**src/rtl/gpx_pkg.sv**
```systemverilog
package gpx_pkg;
  localparam int BANK_W    = 8;
  localparam int MAX_PORTS = 8;
  localparam int VEC_W     = BANK_W * MAX_PORTS;
  localparam int NUM_MODES = 7;
  localparam int GAP_LO    = 20;
  localparam int GAP_W     = 4;

  // directly addressed windows: address[7:3] selects the window, [2:0] the port
  localparam logic [4:0] WIN_IN   = 5'h00;
  localparam logic [4:0] WIN_OUT  = 5'h01;
  localparam logic [4:0] WIN_STS  = 5'h02;

  localparam logic [7:0] A_PSEL     = 8'h18;
  localparam logic [7:0] A_BANK_LO  = 8'h19;
  localparam logic [7:0] A_BANK_HI  = 8'h23;
  localparam logic [7:0] A_IDENT    = 8'h2E;

  // offsets inside the banked window
  localparam logic [3:0] IDX_MASK = 4'd0;
  localparam logic [3:0] IDX_PWM  = 4'd1;
  localparam logic [3:0] IDX_INV  = 4'd2;
  localparam logic [3:0] IDX_DIR  = 4'd3;
  localparam logic [3:0] IDX_DRV0 = 4'd4;

  typedef enum logic [2:0] {
    DRV_PULLUP, DRV_PULLDN, DRV_OD_HI, DRV_OD_LO, DRV_FAST, DRV_SLOW, DRV_HIZ
  } drv_mode_e;

  // bits that exist for a variant: the nibble gap in port 2 is skipped
  function automatic logic [VEC_W-1:0] impl_mask(input int pins);
    logic [VEC_W-1:0] m;
    m = '0;
    for (int b = 0; b < VEC_W; b++) begin
      if (!(b >= GAP_LO && b < GAP_LO + GAP_W) && b < pins + GAP_W) m[b] = 1'b1;
    end
    return m;
  endfunction
endpackage

```
**src/rtl/gpx_pin_sampler.sv**
```systemverilog
module gpx_pin_sampler #(
  parameter int W = 64
) (
  input  logic         clk,
  input  logic         rst_n,
  input  logic [W-1:0] pin_i,
  input  logic [W-1:0] invert_i,
  output logic [W-1:0] value_o,
  output logic [W-1:0] change_o
);
  logic [W-1:0] meta_q, sync_q, prev_q, val_q;

  always_ff @(posedge clk or negedge rst_n) begin
    if (!rst_n) begin
      meta_q <= '0;
      sync_q <= '0;
      prev_q <= '0;
      val_q  <= '0;
    end else begin
      meta_q <= pin_i;
      sync_q <= meta_q;
      prev_q <= sync_q;
      val_q  <= sync_q ^ invert_i;
    end
  end

  assign value_o  = val_q;
  assign change_o = sync_q ^ prev_q;
endmodule

```
**src/rtl/gpx_cfg_bank.sv**
```systemverilog
module gpx_cfg_bank
  import gpx_pkg::*;
#(
  parameter int W = 8,
  parameter logic [W-1:0] IMPL = '1
) (
  input  logic                        clk,
  input  logic                        rst_n,
  input  logic                        wr_en,
  input  logic [3:0]                  wr_idx,
  input  logic [W-1:0]                wdata,
  output logic [W-1:0]                mask_o,
  output logic [W-1:0]                pwm_o,
  output logic [W-1:0]                inv_o,
  output logic [W-1:0]                dir_o,
  output logic [NUM_MODES-1:0][W-1:0] drv_o
);
  logic [W-1:0]                mask_q, pwm_q, inv_q, dir_q;
  logic [NUM_MODES-1:0][W-1:0] drv_q;
  logic [W-1:0]                wd;

  assign wd = wdata & IMPL;

  always_ff @(posedge clk or negedge rst_n) begin
    if (!rst_n) begin
      mask_q <= IMPL;
      pwm_q  <= '0;
      inv_q  <= '0;
      dir_q  <= '0;
      for (int m = 0; m < NUM_MODES; m++) begin
        drv_q[m] <= (m == int'(DRV_PULLUP)) ? IMPL : '0;
      end
    end else if (wr_en) begin
      case (wr_idx)
        IDX_MASK: mask_q <= wd;
        IDX_PWM:  pwm_q  <= wd;
        IDX_INV:  inv_q  <= wd;
        IDX_DIR:  dir_q  <= wd;
        default: begin
          // selecting a mode for a pin removes it from every other mode
          for (int m = 0; m < NUM_MODES; m++) begin
            if (wr_idx == 4'(int'(IDX_DRV0) + m)) drv_q[m] <= drv_q[m] | wd;
            else                                  drv_q[m] <= drv_q[m] & ~wd;
          end
        end
      endcase
    end
  end

  assign mask_o = mask_q;
  assign pwm_o  = pwm_q;
  assign inv_o  = inv_q;
  assign dir_o  = dir_q;
  assign drv_o  = drv_q;
endmodule

```
**src/rtl/gpx_irq_latch.sv**
```systemverilog
module gpx_irq_latch #(
  parameter int W = 64
) (
  input  logic         clk,
  input  logic         rst_n,
  input  logic [W-1:0] set_i,
  input  logic [W-1:0] clr_i,
  output logic [W-1:0] status_o,
  output logic         irq_o
);
  logic [W-1:0] status_q;

  // a new event outranks the clear of a read in the same cycle
  always_ff @(posedge clk or negedge rst_n) begin
    if (!rst_n) status_q <= '0;
    else        status_q <= (status_q & ~clr_i) | set_i;
  end

  assign status_o = status_q;
  assign irq_o    = |status_q;
endmodule

```
**src/rtl/gpx_regfile.sv**
```systemverilog
module gpx_regfile
  import gpx_pkg::*;
#(
  parameter int         PIN_COUNT = 60,
  parameter logic [3:0] REVISION  = 4'h0
) (
  input  logic                       clk,
  input  logic                       rst_n,
  input  logic [7:0]                 bus_addr,
  input  logic [7:0]                 bus_wdata,
  input  logic                       bus_wr,
  input  logic                       bus_rd,
  output logic [7:0]                 bus_rdata,
  input  logic [VEC_W-1:0]           pin_in,
  output logic [VEC_W-1:0]           pin_out,
  output logic [VEC_W-1:0]           pin_dir,
  output logic [VEC_W-1:0]           pin_pwm,
  output logic [NUM_MODES*VEC_W-1:0] pin_drive,
  output logic                       irq
);
  localparam logic [VEC_W-1:0] IMPL    = impl_mask(PIN_COUNT);
  localparam logic [7:0]       ID_BYTE = {4'(PIN_COUNT / 10), REVISION};

  // ---------------- decode ----------------
  logic [2:0] a_port;
  logic       in_hit, out_hit, sts_hit, psel_hit, bank_hit, id_hit;
  logic [3:0] bank_idx;
  logic [2:0] mode_idx;

  assign a_port   = bus_addr[2:0];
  assign in_hit   = bus_addr[7:3] == WIN_IN;
  assign out_hit  = bus_addr[7:3] == WIN_OUT;
  assign sts_hit  = bus_addr[7:3] == WIN_STS;
  assign psel_hit = bus_addr == A_PSEL;
  assign bank_hit = bus_addr >= A_BANK_LO && bus_addr <= A_BANK_HI;
  assign id_hit   = bus_addr == A_IDENT;
  assign bank_idx = 4'(bus_addr - A_BANK_LO);
  assign mode_idx = 3'(bank_idx - IDX_DRV0);

  // ---------------- port pointer and output latches ----------------
  logic [2:0]       port_sel_q;
  logic [VEC_W-1:0] out_q;

  always_ff @(posedge clk or negedge rst_n) begin
    if (!rst_n) begin
      port_sel_q <= '0;
      out_q      <= IMPL;
    end else if (bus_wr) begin
      if (psel_hit) port_sel_q <= bus_wdata[2:0];
      if (out_hit)
        out_q[a_port*BANK_W +: BANK_W] <= bus_wdata & IMPL[a_port*BANK_W +: BANK_W];
    end
  end

  // ---------------- banked configuration ----------------
  logic [MAX_PORTS-1:0][BANK_W-1:0]                mask_b, pwm_b, inv_b, dir_b;
  logic [MAX_PORTS-1:0][NUM_MODES-1:0][BANK_W-1:0] drv_b;
  logic                                            bank_wr;

  assign bank_wr = bus_wr && bank_hit;

  for (genvar p = 0; p < MAX_PORTS; p++) begin : g_bank
    gpx_cfg_bank #(
      .W    (BANK_W),
      .IMPL (IMPL[p*BANK_W +: BANK_W])
    ) u_bank (
      .clk    (clk),
      .rst_n  (rst_n),
      .wr_en  (bank_wr && port_sel_q == 3'(p)),
      .wr_idx (bank_idx),
      .wdata  (bus_wdata),
      .mask_o (mask_b[p]),
      .pwm_o  (pwm_b[p]),
      .inv_o  (inv_b[p]),
      .dir_o  (dir_b[p]),
      .drv_o  (drv_b[p])
    );
    for (genvar m = 0; m < NUM_MODES; m++) begin : g_mode
      assign pin_drive[m*VEC_W + p*BANK_W +: BANK_W] = drv_b[p][m];
    end
  end

  // ---------------- sampling and change status ----------------
  logic [VEC_W-1:0] in_val, in_chg, sts_vec, sts_set, sts_clr;

  gpx_pin_sampler #(.W(VEC_W)) u_sampler (
    .clk      (clk),
    .rst_n    (rst_n),
    .pin_i    (pin_in),
    .invert_i (inv_b),
    .value_o  (in_val),
    .change_o (in_chg)
  );

  assign sts_set = in_chg & ~mask_b & IMPL;

  always_comb begin
    sts_clr = '0;
    if (bus_rd && sts_hit) sts_clr[a_port*BANK_W +: BANK_W] = '1;
  end

  gpx_irq_latch #(.W(VEC_W)) u_irq (
    .clk      (clk),
    .rst_n    (rst_n),
    .set_i    (sts_set),
    .clr_i    (sts_clr),
    .status_o (sts_vec),
    .irq_o    (irq)
  );

  // ---------------- read path ----------------
  logic [VEC_W-1:0] in_masked;
  logic [7:0]       rd_next;

  assign in_masked = in_val & IMPL;

  always_comb begin
    rd_next = '0;
    if (in_hit)        rd_next = in_masked[a_port*BANK_W +: BANK_W];
    else if (out_hit)  rd_next = out_q[a_port*BANK_W +: BANK_W];
    else if (sts_hit)  rd_next = sts_vec[a_port*BANK_W +: BANK_W];
    else if (psel_hit) rd_next = {5'b0, port_sel_q};
    else if (id_hit)   rd_next = ID_BYTE;
    else if (bank_hit) begin
      case (bank_idx)
        IDX_MASK: rd_next = mask_b[port_sel_q];
        IDX_PWM:  rd_next = pwm_b[port_sel_q];
        IDX_INV:  rd_next = inv_b[port_sel_q];
        IDX_DIR:  rd_next = dir_b[port_sel_q];
        default:  if (int'(mode_idx) < NUM_MODES) rd_next = drv_b[port_sel_q][mode_idx];
      endcase
    end
  end

  always_ff @(posedge clk or negedge rst_n) begin
    if (!rst_n)      bus_rdata <= '0;
    else if (bus_rd) bus_rdata <= rd_next;
  end

  assign pin_out = out_q;
  assign pin_dir = dir_b;
  assign pin_pwm = pwm_b;
endmodule

```
**config.mk**
```make
export PLATFORM = sky130hd
export DESIGN_NAME = gpx_regfile
export DESIGN_NICKNAME = d
export VERILOG_FILES = /design/src/rtl/gpx_pkg.sv /design/src/rtl/gpx_pin_sampler.sv /design/src/rtl/gpx_cfg_bank.sv /design/src/rtl/gpx_irq_latch.sv /design/src/rtl/gpx_regfile.sv
export SDC_FILE = /design/constraint.sdc
export NUM_CORES = 2
export LEC_CHECK = 0
export BUFFER_PORTS_ARGS = -buffer_cell sky130_fd_sc_hd__clkbuf_2
export CAP_MARGIN = 20
export CORE_UTILIZATION = 45
export CTS_BUF_LIST = sky130_fd_sc_hd__clkbuf_4 sky130_fd_sc_hd__clkbuf_8
export DETAILED_ROUTE_END_ITERATION = 6
export PLACE_DENSITY = 0.66
export SYNTH_ARGS = -nofsm -noshare
export SYNTH_HDL_FRONTEND = slang
export SYNTH_SLANG_ARGS = --single-unit
export TNS_END_PERCENT = 1
```
**constraint.sdc**
```tcl
create_clock -name clk -period 2.89 [get_ports clk]
set_clock_uncertainty 0.15 [all_clocks]
set_input_delay 0.1445 -clock clk [delete_from_list [all_inputs] [get_ports clk]]
set_output_delay 0.1445 -clock clk [all_outputs]
set_load 0.05 [all_outputs]
```
After elaboration in Yosys (flattened, before gate mapping)
Cells that the tools add are included.
{ "classes": {"add_sub_neg": 3, "bitwise": 124, "n_eq_ne": 21, "n_shift": 7, "n_reduce_logical": 58, "n_lt_le_gt_ge": 5, "muxes": 78} }
{ "op_table": {"columns": ["op", "count"], "rows": [
  ["$mux 8", 68],
  ["$and 8x8->8", 57],
  ["$or 8x8->8", 49],
  ["$and 64x64->64", 3],
  ["$shiftx 64x7->8", 3],
  ["$bmux 56 s3", 1],
  ["$not 64->64", 2],
  ["$xor 64x64->64", 2],
  ["$bmux 8 s3", 5],
  ["$reduce_and 2->1", 42],
  ["$bwmux 64", 1],
  ["$mux 64", 1],
  ["$or 64x64->64", 1],
  ["$reduce_or 64->1", 1],
  ["$shift 8x34->64 const A", 1],
  ["$shiftx 64x7->8 const A", 1],
  ["$shiftx 8x34->64", 1],
  ["$shiftx 8x34->64 const A", 1],
  ["$mux 56", 1],
  ["$or 8x4->8", 7],
  ["$neg 6->34", 1],
  ["$pmux 8 s4", 1],
  ["$eq 4x3->1 const B", 4],
  ["$eq 3x3->1 const B", 4],
  ["23 further kinds", 38]
]} }
{ "word_totals": {"ff_bits": 1083, "elab_cells": 392, "out_inout_bits": 649, "in_bits": 84} }

Logic depth before layout (Yosys ltp)
{ "logic_depth": {"ltp_word": 12, "depth_mapped": 14, "depth_no_buf": 8} }

Cells and area by module
A second synthesis with hierarchy kept.
{ "hier_totals": {"cells_unflattened": 3777, "hier_area_um2": 46703.5} }
{ "by_module_without_submodules": {"columns": ["module", "cells_each", "seq_area_each_um2", "n_inst", "area_per_inst_um2"], "rows": [
  ["gpx_cfg_bank at g_bank[0].u_bank ...", 269, 2222.1, 7, 3350.7],
  ["gpx_regfile", 1110, 1951.9, 1, 11223.3],
  ["gpx_pin_sampler", 384, 6406.1, 1, 7527.2],
  ["gpx_irq_latch", 213, 1601.5, 1, 2462.4],
  ["gpx_cfg_bank at g_bank[2].u_bank", 187, 1111.1, 1, 2035.7]
]} }

Worst setup path after synthesis
No wires, ideal clock.
{ "synth_timing": {"kind": "in2reg", "start": "input port bus_addr[1]", "end": "register g_bank[7].u_bank.dir_q[0]", "stages": 12, "path_slack_ns": -0.541, "setup_time_ns": 0.125, "required_time_ns": 2.615, "path_buffers": 6, "t_arrival_ns": 3.157, "cell_sequence": "buf_2 -> buf_1 -> buf_1 -> inv_1 -> ha_1 -> ha_1 -> clkbuf_1 -> clkbuf_1 -> o211a_1 -> clkbuf_1 -> nand2_1 -> mux2_2"} }
{ "synth_via": {"elab_chain_cells": 5, "elab_cells_between_ends": 8, "classes_between": "add/sub (1); order compare (2); eq/ne (1); reduce/logical (4)"} }
{ "synth_rtl": {"columns": ["item", "line", "rtl"], "rows": [
  ["from (decl)", "gpx_regfile.sv:9", "input logic [7:0] bus_addr,"],
  ["$ge 8x5->1 / $le 8x6->1 (equally long branches)", "gpx_regfile.sv:35", "assign bank_hit = bus_addr >= A_BANK_LO && bus_addr <= A_BANK_HI;"],
  ["$logic_and 1x1->1", "gpx_regfile.sv:35", null],
  ["$logic_and 1x1->1", "gpx_regfile.sv:60", "assign bank_wr = bus_wr && bank_hit;"],
  ["$logic_and 1x1->1", "gpx_regfile.sv:69", ".wr_en (bank_wr && port_sel_q == 3'(p)),"],
  ["$reduce_and 2->1 (no line) (*)", null, null],
  ["to (signal assigned)", "gpx_cfg_bank.sv:38", "IDX_DIR: dir_q <= wd;"],
  ["to (decl)", "gpx_cfg_bank.sv:18", "logic [W-1:0] mask_q, pwm_q, inv_q, dir_q;"]
]} }
Mark *: on every way between the ends. The rest lies on a longest branch, timed or not.
A chain may end at the register's enable or synchronous reset.

Final worst setup path
{ "layout_timing": {"start": "register port_sel_q[1]", "end": "register bus_rdata[1]"} }
{ "layout_via": {"elab_chain_cells": 12, "elab_cells_between_ends": 20, "classes_between": "mux (20)"} }
{ "layout_rtl": {"columns": ["item", "line", "rtl"], "rows": [
  ["from (decl)", "gpx_regfile.sv:41", "logic [2:0] port_sel_q;"],
  ["from (signal assigned)", "gpx_regfile.sv:49", "if (psel_hit) port_sel_q <= bus_wdata[2:0];"],
  ["$bmux 56 s3", "gpx_regfile.sv:130", "default: if (int'(mode_idx) < NUM_MODES) rd_next = drv_b[port_sel_q][mode_idx];"],
  ["$mux 56 (not written as such)", "gpx_regfile.sv:130", null],
  ["$bmux 8 s3", "gpx_regfile.sv:130", null],
  ["$mux 8 (not written as such)", "gpx_regfile.sv:130", null],
  ["$mux 8", "gpx_regfile.sv:130", null],
  ["$pmux 8 s4", "gpx_regfile.sv:125", "case (bank_idx)"],
  ["$mux 8", "gpx_regfile.sv:124", "else if (bank_hit) begin"],
  ["$mux 8", "gpx_regfile.sv:123", "else if (id_hit) rd_next = ID_BYTE;"],
  ["$mux 8 (*)", "gpx_regfile.sv:122", "else if (psel_hit) rd_next = {5'b0, port_sel_q};"],
  ["$mux 8 (*)", "gpx_regfile.sv:121", "else if (sts_hit) rd_next = sts_vec[a_port*BANK_W +: BANK_W];"],
  ["$mux 8 (*)", "gpx_regfile.sv:120", "else if (out_hit) rd_next = out_q[a_port*BANK_W +: BANK_W];"],
  ["$mux 8 (*)", "gpx_regfile.sv:119", "if (in_hit) rd_next = in_masked[a_port*BANK_W +: BANK_W];"],
  ["to (signal assigned)", "gpx_regfile.sv:137", "else if (bus_rd) bus_rdata <= rd_next;"],
  ["to (decl)", "gpx_regfile.sv:13", "output logic [7:0] bus_rdata,"]
]} }
Mark *: on every way between the ends. The rest lies on a longest branch, timed or not. The select of a mux whose other input is x is not followed.

==> metrics list <==
- The floorplan step defined a die boundary enclosing 0.102 sq mm.
* Worst Path Arrival: 3.41 ns
* Endpoint kind of the worst setup timing path: flip-flop
* Commonest cells after routing, fill and taps aside: sky130_fd_sc_hd__dfrtp_1 (856), sky130_fd_sc_hd__clkbuf_2 (689), sky130_fd_sc_hd__mux2_2 (554), sky130_fd_sc_hd__nand2_1 (356), sky130_fd_sc_hd__o21ai_0 (311)
* Global-route wire length before repair: 255 mm
- DRC violation count after routing: 0
* Remaining number of nets flagged by the antenna check after routing: 0
* Cell variety after synth: 76
- Total core area: 0.0990 sq mm
* Hold Violations, Final: 0
- Sum of negative setup slack: 0 ns
- All-layer global routing usage: 0.348
* Overall via count from detail_route: 35,300
- The Yosys step of the flow raised 0 warnings.
* Status: complete, no violations
- In this run the tightest slew margin relative to its limit is 0.506.
* Setup repair after global routing missed its margin: true
- Counting flops with a built-in enable in the synthesized netlist gives 0.
- Sink Count: 1,039
- Initial cell density of the core: 0.457
- For this run, the share of the core covered by cells in the final layout is 0.589.
* Clock tree from TritonCTS: yes
- Across all register-to-register paths, the minimum setup slack is approximately 0.046 ns.
- The analysis attributes to cell leakage a power of 0.0276 uW.
- Combinational share of power: 0.090
* Width of the die: 319 microns
- WL per Instance: ~30 microns
- A synthesized cell averages 13.3 sq um.
- Based on the critical path, the design can be clocked at up to about 0.35 GHz.
- Counting the buffers created by CTS gives 174.
- Vias in the first global route: between 30,000 and 40,000
* Max-slew violation count: 0
* Violation count after the first detailed-route iteration: between 3,000 and 4,000
- Cell count after synthesis: about 3,400
* Root Buffer Master: sky130_fd_sc_hd__clkbuf_8
* Overall overflow remaining after global route: 0
- Setup violations remaining at the end of the flow were counted as 0.
- The completed layout was analyzed and its total power is 32,400 uW.
* Shortest period the worst path allows: roughly 2.8 ns
- Synth-to-Final Area Change: 28.9%
- The critical path in this run is classified as reg -> reg.
- In this run the power spent charging and discharging nets is roughly 8400 uW.
- Final weighted congestion in routability-driven placement: 0.995
* Power Density: between 500 and 600 mW/mm^2
- In the final layout, the share of cells above drive strength 1 is 0.501.
* Min Hold Slack: between 0.1 and 0.15 ns
- The floorplan step set the die height to 319 microns.
- Hold path start: bus_addr[2]
- Share of total power in sequential cells: 0.465
* Cell count after placement: 5,479
- Startpoint types: flip-flop
- By area, the combinational part of the netlist is dominated by multiplexers.
* Num ports: around 730
- The synthesized design contains slightly above 1,000 register bits.
- Capturing point of the worst reg2reg path: bus_rdata[1]
- The path class of the tightest hold or removal check is in -> reg.
- Of all flip-flops after synthesis, the portion carrying an async set or reset was 1.00.
* Hold path depth: 6
- During placement, the flow inserted port buffers numbering 692.
* FP Rows: 115
- The share of total power dissipated in the clock network is 0.445.
- Cell count of the worst reg-to-reg path: 9
- For this run, the detailed router's first-pass iteration total came to 7.
* Clock-pin slew on the worst setup and hold paths: approximately 0.06 ns
- Worst-path fanout max: 14
- Fill cell count: 8,130
- Across the VDD grid, the largest voltage drop is 0.396 mV.
* Filler-free cell count of the finished design: 5,960
* Data required, critical path: 3.46 ns
- Of the total synthesized cell area, the portion taken by full adders, half adders and majority gates is 0.00194.
- Tcrit/Tclk final: 0.984
- The area fraction in compound gates after synthesis came to 0.0681.
- Later-pin clock latency in the skew report: approximately 0.87 ns
- Clock Tree Buf Depth: 3
* RR Startpoint: port_sel_q[1]
* Final wirelength: 178 mm
- Commonest non-fill, non-tap cell in the layout: sky130_fd_sc_hd__dfrtp_1
- Cell internal power was estimated by the tool at 24,000 uW.
* Portion of netlist area occupied by mux cells: 0.231
* End point of the most critical hold path: bus_rdata[6]
- The synthesized netlist occupies a cell area of 0.0452 sq mm.
- Of the total power, the share spent switching nets is 0.260.
- Dividing the detail-routed via count by the number of cells gives 5.93.
- Of the total synthesized cell area, the portion taken by AND, OR, NAND and NOR gates is 0.0658.
- Transition time at the pin with the least slew margin: 0.738 ns
* Top_reg_cell synth: sky130_fd_sc_hd__dfrtp_1
- The clock tree synthesis step divided the H-tree into 4 levels.
* Pin count of the biggest net entering global routing: 119
- The number of antenna violations at the first check in global routing came to 12.
- DPL Wire Length: 130 mm
- Max-Cap Viols: 0
* Sequential share of the synthesized area: 0.580
- Of the total synthesized cell area, the portion taken by XOR and XNOR cells is 0.0232.
- Nets: 4,609
power by group through the flow:
stage               Combinational [uW]  Sequential, uW  Clock, uW
floorplan                         1110           15500          0
global placement                  2690           15300          0
detailed placement                2700           15300          0
CTS                               2870           15100      14600
global route                      3060           15100      15300
finish                            2920           15100      14400
layer usage:
metal  vias up  track usage  wire (microns)
li1      14500            -               -
met1     18200        0.464           70400
met2      2164        0.515           78000
met3       457        0.117           20000
met4         6        0.158            9090
met5         -            0              38
final cells by class:
cell class	instances	area (sq um)	share of cell area
flip-flops and latches	1039	26200	0.450
multi-input cells	2103	18100	0.311
repair buffers	1185	8340	0.143
clock buffers	297	3580	0.0614
well taps	1287	1610	0.0276
clock inverters	28	324	0.00556
inverters	15	63.8	0.00109
diodes	6	15.0	0.000258
stage by stage:
step | area (sq um) | setup slack, ns
floorplan | 45500 | 0.0133
global placement | 52700 | -0.119
detailed placement | 52700 | -0.106
CTS | 58100 | -0.0661
global route | 58300 | -0.0263
finish | 58300 | 0.0458
Yosys cell counts, types with 7 or more instances:
library cell               number  area, sq um
sky130_fd_sc_hd__a211oi_1       8         60.1
sky130_fd_sc_hd__nand4_1       12         75.1
sky130_fd_sc_hd__a221oi_1      43          377
sky130_fd_sc_hd__o31ai_1        7         52.6
sky130_fd_sc_hd__ha_1           7         87.6
sky130_fd_sc_hd__a31oi_1        8         50.1
sky130_fd_sc_hd__and2_1        13         81.3
sky130_fd_sc_hd__mux2_2       554         6240
sky130_fd_sc_hd__nor2_1        45          169
sky130_fd_sc_hd__xor2_1        60          526
sky130_fd_sc_hd__dfstp_2      180         4730
sky130_fd_sc_hd__mux4_2       140         3150
sky130_fd_sc_hd__o211ai_1      11         82.6
sky130_fd_sc_hd__dfrtp_1      859        21500
sky130_fd_sc_hd__o21ai_0      312         1560
sky130_fd_sc_hd__a22oi_1       29          218
sky130_fd_sc_hd__xnor2_1       60          526
sky130_fd_sc_hd__nor2b_1       12         75.1
sky130_fd_sc_hd__nor2_2        33          206
sky130_fd_sc_hd__nand3_1       72          360
sky130_fd_sc_hd__mux2i_1      100         1000
sky130_fd_sc_hd__buf_2         51          255
sky130_fd_sc_hd__nand2_1      365         1370
sky130_fd_sc_hd__nor4_1        22          138
sky130_fd_sc_hd__inv_1         12         45.0
sky130_fd_sc_hd__clkbuf_1     154          578
sky130_fd_sc_hd__nor2_4        10          113
sky130_fd_sc_hd__buf_4         50          375
sky130_fd_sc_hd__nor3_1        19         95.1
sky130_fd_sc_hd__o22ai_1       11         68.8
sky130_fd_sc_hd__a21oi_1       22          110
kinds of logic after synthesis:
| kind of cell | count (synthesis) |
|---|---|
| AOI/OAI and AO/OA | 500 |
| xor gates and xnor gates | 120 |
| adders and majority gates | 7 |
| buffers and inverters | 280 |
| DFF | 1039 |
| muxes | 799 |
| other | 1 |
| and+or+nand+nor | 641 |
how the worst max path moves through the flow:
stage,from,to,cells after the start
detailed placement,port_sel_q[0],bus_rdata[6],10
floorplan,bus_addr[0],bus_rdata[4],13
finish,port_sel_q[1],bus_rdata[1],9
global placement,port_sel_q[0],bus_rdata[6],10
global route,u_irq.status_o[35],irq,4
CTS,u_irq.status_o[35],irq,4
critical path, stage by stage (launching register included):
cell	delay (ns)
sky130_fd_sc_hd__dfrtp_4	0.58
sky130_fd_sc_hd__buf_4	0.18
sky130_fd_sc_hd__buf_12	0.15
sky130_fd_sc_hd__buf_12	0.16
sky130_fd_sc_hd__mux4_2	0.30
sky130_fd_sc_hd__mux2_2	0.34
sky130_fd_sc_hd__a22oi_1	0.29
sky130_fd_sc_hd__o211ai_1	0.20
sky130_fd_sc_hd__nand4_1	0.25
sky130_fd_sc_hd__a221oi_1	0.12
what timing repair did:
action / CTS / global route
hold buffers: 145 / 0
setup buffers: 0 / 5
resized for setup: 11 / 20
pin swaps: 0 / 5
hold endpoints to repair: 1623 / 0
setup endpoints to repair: 7 / 7
No activity file was read; power rests on OpenSTA's default activity.
